$ cat config.mk
export PLATFORM = sky130hd
export DESIGN_NAME = link_fallback_sel
export DESIGN_NICKNAME = d
export VERILOG_FILES = /design/src/rtl/lfs_pkg.sv /design/src/rtl/lfs_cap_clamp.sv /design/src/rtl/lfs_floor_finder.sv /design/src/rtl/lfs_entry_filter.sv /design/src/rtl/link_fallback_sel.sv
export SDC_FILE = /design/constraint.sdc
export NUM_CORES = 1
export LEC_CHECK = 0
export ABC_AREA = 1
export BUFFER_PORTS_ARGS = -buffer_cell sky130_fd_sc_hd__buf_4
export CAP_MARGIN = 20
export CORE_ASPECT_RATIO = 0.9
export CORE_UTILIZATION = 55
export CTS_BUF_LIST = sky130_fd_sc_hd__clkbuf_4 sky130_fd_sc_hd__clkbuf_8
export CTS_CLUSTER_SIZE = 20
export DETAILED_ROUTE_END_ITERATION = 6
export GPL_TIMING_DRIVEN = 0
export HOLD_SLACK_MARGIN = 0.06
export PLACE_DENSITY = 0.78
export SKIP_CTS_REPAIR_TIMING = 1
export SLEW_MARGIN = 20
export SYNTH_ARGS = -nofsm -noshare
export SYNTH_HDL_FRONTEND = slang
export SYNTH_HIERARCHICAL = 1
export SYNTH_SLANG_ARGS = --single-unit
export TNS_END_PERCENT = 30
$ cat constraint.sdc
create_clock -name clk -period 8.3 [get_ports clk]
set_clock_uncertainty 0.2 [all_clocks]
set_input_delay 0.83 -clock clk [delete_from_list [all_inputs] [get_ports clk]]
set_output_delay 0.83 -clock clk [all_outputs]
set_load 0.05 [all_outputs]
$ cat src/rtl/lfs_pkg.sv
package lfs_pkg;
  localparam int NUM_CFG   = 9;
  localparam int IDX_W     = $clog2(NUM_CFG + 1);
  localparam int BW_W      = 8;
  localparam int LANE_W    = 5;
  localparam int RATE_W    = 32;
  localparam int UNIT_KBPS = 27000;

  typedef struct packed {
    logic [BW_W-1:0]   bw;
    logic [LANE_W-1:0] lanes;
  } link_cfg_t;

  typedef enum logic [1:0] {ST_IDLE, ST_SEEK, ST_WAIT} fsm_t;

  // Candidate list, highest aggregate rate first.
  function automatic link_cfg_t cfg_entry(input logic [IDX_W-1:0] idx);
    link_cfg_t c;
    case (idx)
      IDX_W'(0): c = '{bw: 8'h14, lanes: 5'd4};
      IDX_W'(1): c = '{bw: 8'h0a, lanes: 5'd4};
      IDX_W'(2): c = '{bw: 8'h14, lanes: 5'd2};
      IDX_W'(3): c = '{bw: 8'h06, lanes: 5'd4};
      IDX_W'(4): c = '{bw: 8'h0a, lanes: 5'd2};
      IDX_W'(5): c = '{bw: 8'h14, lanes: 5'd1};
      IDX_W'(6): c = '{bw: 8'h06, lanes: 5'd2};
      IDX_W'(7): c = '{bw: 8'h0a, lanes: 5'd1};
      IDX_W'(8): c = '{bw: 8'h06, lanes: 5'd1};
      default:   c = '0;
    endcase
    return c;
  endfunction

  function automatic logic [RATE_W+1:0] cfg_rate(input link_cfg_t c);
    return (RATE_W+2)'(c.bw) * (RATE_W+2)'(UNIT_KBPS) * (RATE_W+2)'(c.lanes);
  endfunction

  // Payload rate scaled for 8b/10b overhead.
  function automatic logic [RATE_W+1:0] coded_rate(input logic [RATE_W-1:0] r);
    return (RATE_W+2)'(r >> 3) * (RATE_W+2)'(10);
  endfunction
endpackage

$ cat src/rtl/lfs_cap_clamp.sv
module lfs_cap_clamp
  import lfs_pkg::*;
(
  input  logic [LANE_W-1:0] sink_lanes,
  input  logic [LANE_W-1:0] enc_lanes,
  input  logic [BW_W-1:0]   sink_bw,
  input  logic [BW_W-1:0]   enc_bw,
  output logic [LANE_W-1:0] cap_lanes,
  output logic [BW_W-1:0]   cap_bw
);
  assign cap_lanes = (sink_lanes < enc_lanes) ? sink_lanes : enc_lanes;
  assign cap_bw    = (sink_bw < enc_bw) ? sink_bw : enc_bw;
endmodule

$ cat src/rtl/lfs_floor_finder.sv
module lfs_floor_finder
  import lfs_pkg::*;
(
  input  logic [RATE_W-1:0] req_rate,
  output logic [IDX_W-1:0]  start_idx
);
  logic [RATE_W+1:0]  floor_rate;
  logic [NUM_CFG-2:0] meets;

  assign floor_rate = coded_rate(req_rate);

  // The list is non-increasing in rate, so the count of successors meeting
  // the floor is the index of the cheapest entry that still meets it.
  for (genvar g = 1; g < NUM_CFG; g++) begin : g_cmp
    assign meets[g-1] = (req_rate != '0) &&
                        (cfg_rate(cfg_entry(IDX_W'(g))) >= floor_rate);
  end

  always_comb begin
    start_idx = '0;
    for (int i = 0; i < NUM_CFG - 1; i++)
      if (meets[i]) start_idx = start_idx + IDX_W'(1);
  end
endmodule

$ cat src/rtl/lfs_entry_filter.sv
module lfs_entry_filter
  import lfs_pkg::*;
(
  input  logic [IDX_W-1:0]  idx,
  input  logic [LANE_W-1:0] cap_lanes,
  input  logic [BW_W-1:0]   cap_bw,
  output link_cfg_t         entry,
  output logic              at_end,
  output logic              fits
);
  assign entry  = cfg_entry(idx);
  assign at_end = (idx >= IDX_W'(NUM_CFG));
  assign fits   = !at_end && (entry.lanes <= cap_lanes) && (entry.bw <= cap_bw);
endmodule

$ cat src/rtl/link_fallback_sel.sv
module link_fallback_sel
  import lfs_pkg::*;
#(
  parameter int ENH_BIT = 7
) (
  input  logic              clk,
  input  logic              rst_n,
  input  logic              start,
  input  logic [LANE_W-1:0] sink_max_lanes,
  input  logic [BW_W-1:0]   sink_max_bw,
  input  logic              sink_enh_frame,
  input  logic [LANE_W-1:0] enc_max_lanes,
  input  logic [BW_W-1:0]   enc_max_bw,
  input  logic [RATE_W-1:0] req_rate,
  input  logic              result_valid,
  input  logic              result_pass,
  input  logic              cfg_fail,
  output logic              busy,
  output logic              cfg_strobe,
  output logic [BW_W-1:0]   bw_code,
  output logic [LANE_W-1:0] lane_cnt,
  output logic [7:0]        sink_cfg0,
  output logic [7:0]        sink_cfg1,
  output logic              link_ok,
  output logic              exhausted,
  output logic              halted
);
  fsm_t              state;
  logic [IDX_W-1:0]  idx;
  logic [IDX_W-1:0]  start_idx;
  logic [LANE_W-1:0] clamp_lanes, cap_lanes_q;
  logic [BW_W-1:0]   clamp_bw, cap_bw_q;
  logic              enh_q;
  link_cfg_t         entry;
  logic              at_end, fits;
  logic [7:0]        cfg1_q;

  // Named internal events for the checker.
  logic accept_start, seek_hit, seek_end, waiting;
  logic res_halt, res_pass, res_retry;

  lfs_cap_clamp u_clamp (
    .sink_lanes(sink_max_lanes), .enc_lanes(enc_max_lanes),
    .sink_bw(sink_max_bw), .enc_bw(enc_max_bw),
    .cap_lanes(clamp_lanes), .cap_bw(clamp_bw)
  );

  lfs_floor_finder u_floor (
    .req_rate(req_rate), .start_idx(start_idx)
  );

  lfs_entry_filter u_filter (
    .idx(idx), .cap_lanes(cap_lanes_q), .cap_bw(cap_bw_q),
    .entry(entry), .at_end(at_end), .fits(fits)
  );

  assign waiting      = (state == ST_WAIT);
  assign accept_start = (state == ST_IDLE) && start;
  assign seek_end     = (state == ST_SEEK) && at_end;
  assign seek_hit     = (state == ST_SEEK) && fits;
  assign res_halt     = waiting && result_valid && cfg_fail;
  assign res_pass     = waiting && result_valid && !cfg_fail && result_pass;
  assign res_retry    = waiting && result_valid && !cfg_fail && !result_pass;

  always_ff @(posedge clk or negedge rst_n) begin
    if (!rst_n) begin
      state       <= ST_IDLE;
      idx         <= '0;
      cap_lanes_q <= '0;
      cap_bw_q    <= '0;
      enh_q       <= 1'b0;
      bw_code     <= '0;
      lane_cnt    <= '0;
      cfg1_q      <= '0;
      cfg_strobe  <= 1'b0;
      link_ok     <= 1'b0;
      exhausted   <= 1'b0;
      halted      <= 1'b0;
    end else begin
      cfg_strobe <= 1'b0;
      unique case (state)
        ST_IDLE: if (accept_start) begin
          idx         <= start_idx;
          cap_lanes_q <= clamp_lanes;
          cap_bw_q    <= clamp_bw;
          enh_q       <= sink_enh_frame;
          link_ok     <= 1'b0;
          exhausted   <= 1'b0;
          halted      <= 1'b0;
          state       <= ST_SEEK;
        end
        ST_SEEK: begin
          if (seek_end) begin
            exhausted <= 1'b1;
            state     <= ST_IDLE;
          end else if (seek_hit) begin
            bw_code    <= entry.bw;
            lane_cnt   <= entry.lanes;
            cfg1_q     <= 8'(entry.lanes) | (8'(enh_q) << ENH_BIT);
            cfg_strobe <= 1'b1;
            state      <= ST_WAIT;
          end else begin
            idx <= idx + IDX_W'(1);
          end
        end
        ST_WAIT: begin
          if (res_halt) begin
            halted <= 1'b1;
            state  <= ST_IDLE;
          end else if (res_pass) begin
            link_ok <= 1'b1;
            state   <= ST_IDLE;
          end else if (res_retry) begin
            idx   <= idx + IDX_W'(1);
            state <= ST_SEEK;
          end
        end
        default: state <= ST_IDLE;
      endcase
    end
  end

  assign busy      = (state != ST_IDLE);
  assign sink_cfg0 = bw_code;
  assign sink_cfg1 = cfg1_q;
endmodule

==> flow_metrics.env, run 1 <==
export IMPL_power_frac_comb_pct=69.5
export IMPL_critPathLaunchType="input port"
export IMPL_post_place_ws_ns=2.070
export IMPL_worst_r2r_startpoint="idx[0]"
export IMPL_ant_nets=0
export IMPL_critPathRequiredTime_ns=8.30
export IMPL_grt_usage_pct=25.39
export IMPL_final_max_slew_violation_count=0
export IMPL_synth_lib_cells_used_distinct=48
export IMPL_final_period_utilization_pct=72.27
export IMPL_worst_r2r_cell_count=17
export IMPL_post_route_worst_setup_slack_ns=2.302
export IMPL_switching_share_pct=52.48
export IMPL_share_of_synthesized_flip_flops_with_an_asynchronous_set_or_reset_pct=100.0
export IMPL_synth_avg_cell_area_um2=6.263
export IMPL_worst_pin_slew_ns=0.6513
export IMPL_critPathBufInv=5
export IMPL_power_share_sequential_pct=19.2
export IMPL_first_pass_grt_wire_length_mm=25.20
export IMPL_synthesis_yosys_warnings=6
export IMPL_cpLargestDelayFamily="adder cells"
export IMPL_status="complete, no violations"
export IMPL_timing_final_hold_violations=0
export IMPL_reg2reg_setup_slack_ns=5.08
export IMPL_viasPerCell=4.893
export IMPL_layout_filler_cells=1023
export IMPL_drcViolationCount=0
export IMPL_maximum_number_of_pins_on_one_net_before_global_route_repair=39
export IMPL_synth_edf_count=0
export IMPL_final_layout_size_suffix_gt1_share_pct=21.30
export IMPL_grt_antenna_before_repair=0
export IMPL_register_area_um2=950.9
export IMPL_worstHoldPathType="in2async"
export IMPL_power_density_nw_per_um2=235.9
export IMPL_placeableCoreArea_um2=11040
export IMPL_detail_route_wirelength_mm=14.25
export IMPL_setup_tns_ns=0
export IMPL_top_level_ports=99
export IMPL_cts_sink_count=38
export IMPL_die_area_um2=11960
export IMPL_setup_repair_after_global_routing_missed_its_margin="no"
export IMPL_first_iter_violations=321
export IMPL_p_sw_mw=0.9175
export IMPL_setup_worst_path_class="in2reg"
export IMPL_cp_slowest_stage_delay_ns=0.41
export IMPL_detailroute_via_count=6234
export IMPL_max_vdd_ir_drop_mv=0.1756
export IMPL_clock_power_share_pct=11.2
export IMPL_clock_tree_htree_level_count=2
export IMPL_leakage_nw=4.523
export IMPL_p_int_mw=0.8307
export IMPL_timing_critical_path_depth=35
export IMPL_cts_root_buffer="sky130_fd_sc_hd__clkbuf_8"
export IMPL_die_x_extent_um=115.2
export IMPL_postSynthRegisterBits=38
export IMPL_syn_inst=1012
export IMPL_std_cell_rows=36
export IMPL_critical_path_slowest_cell="sky130_fd_sc_hd__fa_1"
export IMPL_antenna_cells_inserted=0
export IMPL_initial_core_util_pct=57.44
export IMPL_congestion_overflow_gr=0
export IMPL_number_of_global_route_vias_before_repair=5788
export IMPL_height_of_the_die_um=103.8
export IMPL_drv_cap=0
export IMPL_place_detailed_hpwl_mm=12.08
export IMPL_crit_fanout=5
export IMPL_tritoncts="done"
export IMPL_globalplace_congestion=0.8833
export IMPL_max_clock_path_buffers=2
export IMPL_areaGrowthSynthToFinish_pct=16.90
export IMPL_crit_path_arrival_time_ns=6.00
export IMPL_io_buffer_count=96
export IMPL_routedWlPerCell_um=11.18
export IMPL_timing_final_setup_violations=0
export IMPL_end_kind="flip-flop"
export IMPL_cts_inserted_buffers=5
export IMPL_synth_seq_area_share_pct=15.00
export IMPL_drtPass1Iterations=5
export IMPL_worst_path_most_repeated_cell="sky130_fd_sc_hd__nand2_1"
export IMPL_clock_insertion_delay_worst_skew_ns=0.30
export IMPL_r2r_end="idx[3]"
export IMPL_multiInputGateArea_um2=4471
export IMPL_final_period_minus_worst_setup_slack_ns=5.998
export IMPL_slew_headroom_pct=56.18
export IMPL_clkSlewWorstSetupHoldPaths_ns=0.09
export IMPL_clock_fmax_mhz=166.7
export IMPL_nNetsFinal=1276
export IMPL_netlist_area_um2=6339
export IMPL_ys_flop_type="sky130_fd_sc_hd__dfrtp_1"
layout by cell type (no fill, tap or decap), drive strengths merged, types with 2 or more instances in the layout:
| cell type | n |
|---|---|
| nand3b | 4 |
| a21oi | 39 |
| o21ai | 22 |
| ha | 89 |
| buf | 122 |
| nor2 | 90 |
| clkinv | 3 |
| nand4 | 12 |
| a31oi | 2 |
| and2 | 2 |
| conb | 8 |
| or2 | 3 |
| mux2 | 13 |
| o31ai | 2 |
| clkbuf | 6 |
| nor4 | 10 |
| dfrtp | 38 |
| xor2 | 10 |
| bufinv | 3 |
| inv | 187 |
| nor3 | 4 |
| nand3 | 59 |
| nand2 | 380 |
| xnor2 | 7 |
state kept, by name, summed over array words and instances (netlist names):
register,count
cap_bw_q,8
exhausted,1
sink_cfg1,2
lane_cnt,4
cap_lanes_q,5
link_ok,1
bw_code,8
halted,1
state,2
idx,4
cfg_strobe,1
enh_q,1
kinds of logic after synthesis:
kind of cell,share of synthesized area [%]
AOI/OAI and AO/OA,6.356
xor gates and xnor gates,2.349
adders and majority gates,17.88
buffers and inverters,14.82
DFF,15.00
muxes,2.665
other,0.1185
and+or+nand+nor,40.80
per-stage QoR:
stage | cells | hold WS (ns) | power, mW | cell area, um^2 | utilization [%]
global placement | 1266 | 0.2694 | 1.517 | 7272 | 65.90
CTS | 1274 | 0.2969 | 1.750 | 7410 | 67.14
floorplan | 1018 | 0.2781 | 1.243 | 6361 | -
finish | 1274 | 0.2805 | 1.748 | 7410 | 67.14
global route | 1274 | 0.3127 | 1.905 | 7410 | 67.14
detailed placement | 1266 | 0.2754 | 1.547 | 7272 | 65.90
synthesized netlist by cell type (10+ instances only):
master	count	area, um^2
sky130_fd_sc_hd__nand2_1	342	1284
sky130_fd_sc_hd__inv_1	169	634.4
sky130_fd_sc_hd__ha_1	89	1114
sky130_fd_sc_hd__nor2_1	70	262.8
sky130_fd_sc_hd__nand3_1	48	240.2
sky130_fd_sc_hd__a21oi_1	38	190.2
sky130_fd_sc_hd__dfrtp_1	38	950.9
sky130_fd_sc_hd__nand2_2	31	193.9
sky130_fd_sc_hd__buf_4	21	157.7
sky130_fd_sc_hd__inv_2	18	67.56
sky130_fd_sc_hd__o21ai_0	17	85.08
sky130_fd_sc_hd__nor2_2	12	75.07
sky130_fd_sc_hd__nand3_2	10	100.1
sky130_fd_sc_hd__nand4_1	10	62.56
sky130_fd_sc_hd__nor4_1	10	62.56
sky130_fd_sc_hd__xor2_1	10	87.58
metal layers:
| metal | up-vias | routed length (um) | global-route usage (%) |
|---|---|---|---|
| li1 | 3355 | - | - |
| met4 | 0 | 97 | 4.082 |
| met2 | 138 | 6052 | 39.63 |
| met3 | 8 | 651 | 2.633 |
| met5 | - | 0 | 0 |
| met1 | 2733 | 7443 | 37.88 |
power by group through the flow:
stage / sequential, mW / clock [mW] / combinational, mW
after floorplan: 0.455 / 0 / 0.788
after global placement: 0.335 / 0 / 1.18
after detailed placement: 0.339 / 0 / 1.21
after CTS: 0.337 / 0.200 / 1.21
after global routing: 0.350 / 0.209 / 1.35
final: 0.336 / 0.196 / 1.22
worst max path at each step:
stage	startpoint	end	slack, ns
CTS	req_rate[4]	idx[1]	2.35
global route	req_rate[4]	idx[2]	1.87
detailed placement	req_rate[4]	idx[1]	2.07
floorplan	req_rate[4]	idx[1]	2.78
finish	req_rate[4]	idx[1]	2.30
global placement	req_rate[4]	idx[1]	2.07
worst reg2reg max path: cells and delay by family, from the launching register on:
kind                     cells  cell delay (ns)
AND/OR/NAND/NOR             10             1.22
buffers and inverters        2             0.18
adder cells (fa/ha/maj)      2             0.55
flip-flops                   1             0.53
AO/OA/AOI/OAI                3             0.46
layout make-up:
class                   count  area share (%)
plain buffers              27           2.871
clock buffers               5          0.9287
clock inverters             3          0.9287
inverters                 190           9.811
multi-input cells         763           60.33
flip-flops and latches     38           12.83
well taps                 152           2.567
repair buffers             96           9.726
Power figures use the tool's default switching activity.
==> run 2: changes to the inputs <==
PLACE_DENSITY = 0.81   (was 0.78)
clock period = 4.95 ns   (was 8.3 ns; I/O delays follow)
==> flow_metrics.env, run 2 (same netlist as run 1, synthesis figures left out) <==
export IMPL_detailroute_via_count=6444
export IMPL_antenna_cells_inserted=0
export IMPL_grt_antenna_before_repair=0
export IMPL_max_clock_path_buffers=2
export IMPL_final_max_slew_violation_count=0
export IMPL_initial_core_util_pct=57.44
export IMPL_tritoncts="done"
export IMPL_congestion_overflow_gr=0
export IMPL_reg2reg_setup_slack_ns=1.81
export IMPL_finalPower_mw=3.036
export IMPL_final_period_minus_worst_setup_slack_ns=5.089
export IMPL_topmost_layer_with_routed_signal_wires="met4"
export IMPL_dpl_cell_area_um2=7356
export IMPL_critPathLaunchType="input port"
export IMPL_areaGrowthSynthToFinish_pct=26.57
export IMPL_final_layout_size_suffix_gt1_share_pct=29.10
export IMPL_cts_root_buffer="sky130_fd_sc_hd__clkbuf_8"
export IMPL_worstHoldEndpoint="enh_q"
export IMPL_place_detailed_hpwl_mm=11.95
export IMPL_post_route_worst_setup_slack_ns=-0.1388
export IMPL_io_buffer_count=96
export IMPL_height_of_the_die_um=103.8
export IMPL_viasPerCell=5.011
export IMPL_first_iter_violations=324
export IMPL_crit_path_arrival_time_ns=5.07
export IMPL_r2r_end="idx[1]"
export IMPL_cp_slowest_stage_delay_ns=0.34
export IMPL_ant_nets=0
export IMPL_worstHoldPathType="in2reg"
export IMPL_cts_inserted_buffers=5
export IMPL_detail_route_wirelength_mm=15.07
export IMPL_holdWs_ns=0.2531
export IMPL_die_area_um2=11960
export IMPL_globalplace_congestion=0.8955
export IMPL_critical_path_slowest_cell="sky130_fd_sc_hd__fa_2"
export IMPL_min_delay_path_depth=3
export IMPL_placeableCoreArea_um2=11040
export IMPL_worst_path_most_repeated_cell="sky130_fd_sc_hd__nand2_1"
export IMPL_worst_r2r_startpoint="idx[0]"
export IMPL_worst_r2r_cell_count=18
export IMPL_reg_top3="bw_code (8), cap_bw_q (8), cap_lanes_q (5)"
export IMPL_layout_cells_most_common_list="321 x sky130_fd_sc_hd__nand2_1, 163 x sky130_fd_sc_hd__inv_1, 128 x sky130_fd_sc_hd__buf_4, 61 x sky130_fd_sc_hd__ha_1, 60 x sky130_fd_sc_hd__nor2_1"
export IMPL_final_area_um2=8023
export IMPL_grt_usage_pct=24.29
export IMPL_layout_filler_cells=883
export IMPL_std_cell_rows=36
export IMPL_die_x_extent_um=115.2
export IMPL_clkSlewWorstSetupHoldPaths_ns=0.08
export IMPL_failed_checks="setup timing"
export IMPL_setup_tns_ns=-0.2595
export IMPL_setup_repair_after_global_routing_missed_its_margin="yes"
export IMPL_timing_final_setup_violations=2
export IMPL_routedWlPerCell_um=11.72
export IMPL_clock_tree_htree_level_count=2
export IMPL_setup_worst_path_class="in2reg"
export IMPL_drcViolationCount=0
export IMPL_critPathRequiredTime_ns=4.93
export IMPL_cts_sink_count=38
export IMPL_routed_wl_met2_mm=6.932
export IMPL_leakage_nw=4.590
export IMPL_worst_pin_slew_ns=0.6384
export IMPL_clock_insertion_delay_worst_skew_ns=0.29
export IMPL_crit_fanout=4
export IMPL_number_of_global_route_vias_before_repair=5597
export IMPL_layout_cells_most_common="sky130_fd_sc_hd__nand2_1"
export IMPL_power_density_nw_per_um2=378.4
export IMPL_top_level_ports=99
export IMPL_nNetsFinal=1288
export IMPL_slew_headroom_pct=57.05
export IMPL_status="finished with violations"
export IMPL_final_period_utilization_pct=102.8
export IMPL_drtPass1Iterations=5
export IMPL_first_pass_grt_wire_length_mm=24.20
export IMPL_wl_met3_um=685
export IMPL_detailed_route_wire_length_on_metal_1_mm=7.342
export IMPL_end_kind="flip-flop"
export IMPL_max_vdd_ir_drop_mv=0.2288
export IMPL_clock_fmax_mhz=196.5
export IMPL_drv_cap=0
export IMPL_timing_final_hold_violations=0
export IMPL_worstHoldStart="sink_enh_frame"
export IMPL_maximum_number_of_pins_on_one_net_before_global_route_repair=39
-- run 2: cell count changes in the layout (fill, tap and decap cells not counted), moves of 5 or more --
cell and delta:
sky130_fd_sc_hd__a21oi_1 -6, sky130_fd_sc_hd__a21oi_2 +5, sky130_fd_sc_hd__buf_4 +11, sky130_fd_sc_hd__ha_1 -28, sky130_fd_sc_hd__ha_2 +6, sky130_fd_sc_hd__ha_4 +22
sky130_fd_sc_hd__inv_1 -6, sky130_fd_sc_hd__inv_2 +5, sky130_fd_sc_hd__nand2_1 -21, sky130_fd_sc_hd__nand2_2 +19, sky130_fd_sc_hd__nor2_1 -10, sky130_fd_sc_hd__nor2_2 +5
sky130_fd_sc_hd__nor2_4 +5
-- run 2: layout make-up --
cell class / count / area, um^2 / share of cell area [%]
multi-input combinational: 763 / 4989 / 62.18
buffer: 27 / 212.7 / 2.651
sequential: 38 / 950.9 / 11.85
clock buffer: 5 / 68.82 / 0.8578
inverter: 190 / 729.5 / 9.092
clock inverter: 3 / 68.82 / 0.8578
timing repair buffer: 108 / 813.3 / 10.14
tap: 152 / 190.2 / 2.371
-- run 2: metrics by stage --
step           worst slack [ns]  instances  util, %
4_1_cts                 -0.3480       1274    67.90
3_3_place_gp            -0.6192       1266    66.66
3_5_place_dp            -0.6316       1266    66.66
5_1_grt                 -0.4407       1286    72.70
6_report                -0.1388       1286    72.70
2_1_floorplan          -0.01495       1018        -
-- run 2: metal layers --
metal	track usage (%)	vias up
met5	0	-
met4	3.896	0
met3	2.809	11
met2	39.54	166
met1	34.67	2911
li1	-	3356
-- run 2: worst max-delay path: cells and delay by family --
| kind | cells | cell delay [ns] |
|---|---|---|
| xor+xnor | 2 | 0.34 |
| buf+inv | 7 | 0.48 |
| compound gates | 4 | 0.51 |
| fa+ha+maj | 7 | 1.60 |
| simple gates | 19 | 1.63 |
-- run 2: power by group --
group / switching [mW] / internal, mW
logic: 1.35 / 0.804
clock network: 0.113 / 0.202
registers: 0.109 / 0.454
total: 1.58 / 1.46
-- run 2: worst max path at each step --
stage,cells after the start,from,to,slack (ns)
after detailed placement,37,req_rate[6],idx[2],-0.63
after floorplan,36,req_rate[4],idx[2],-0.01
after global placement,37,req_rate[6],idx[2],-0.62
after CTS,37,req_rate[6],idx[2],-0.35
final,39,req_rate[6],idx[2],-0.14
after global routing,38,req_rate[6],idx[2],-0.44
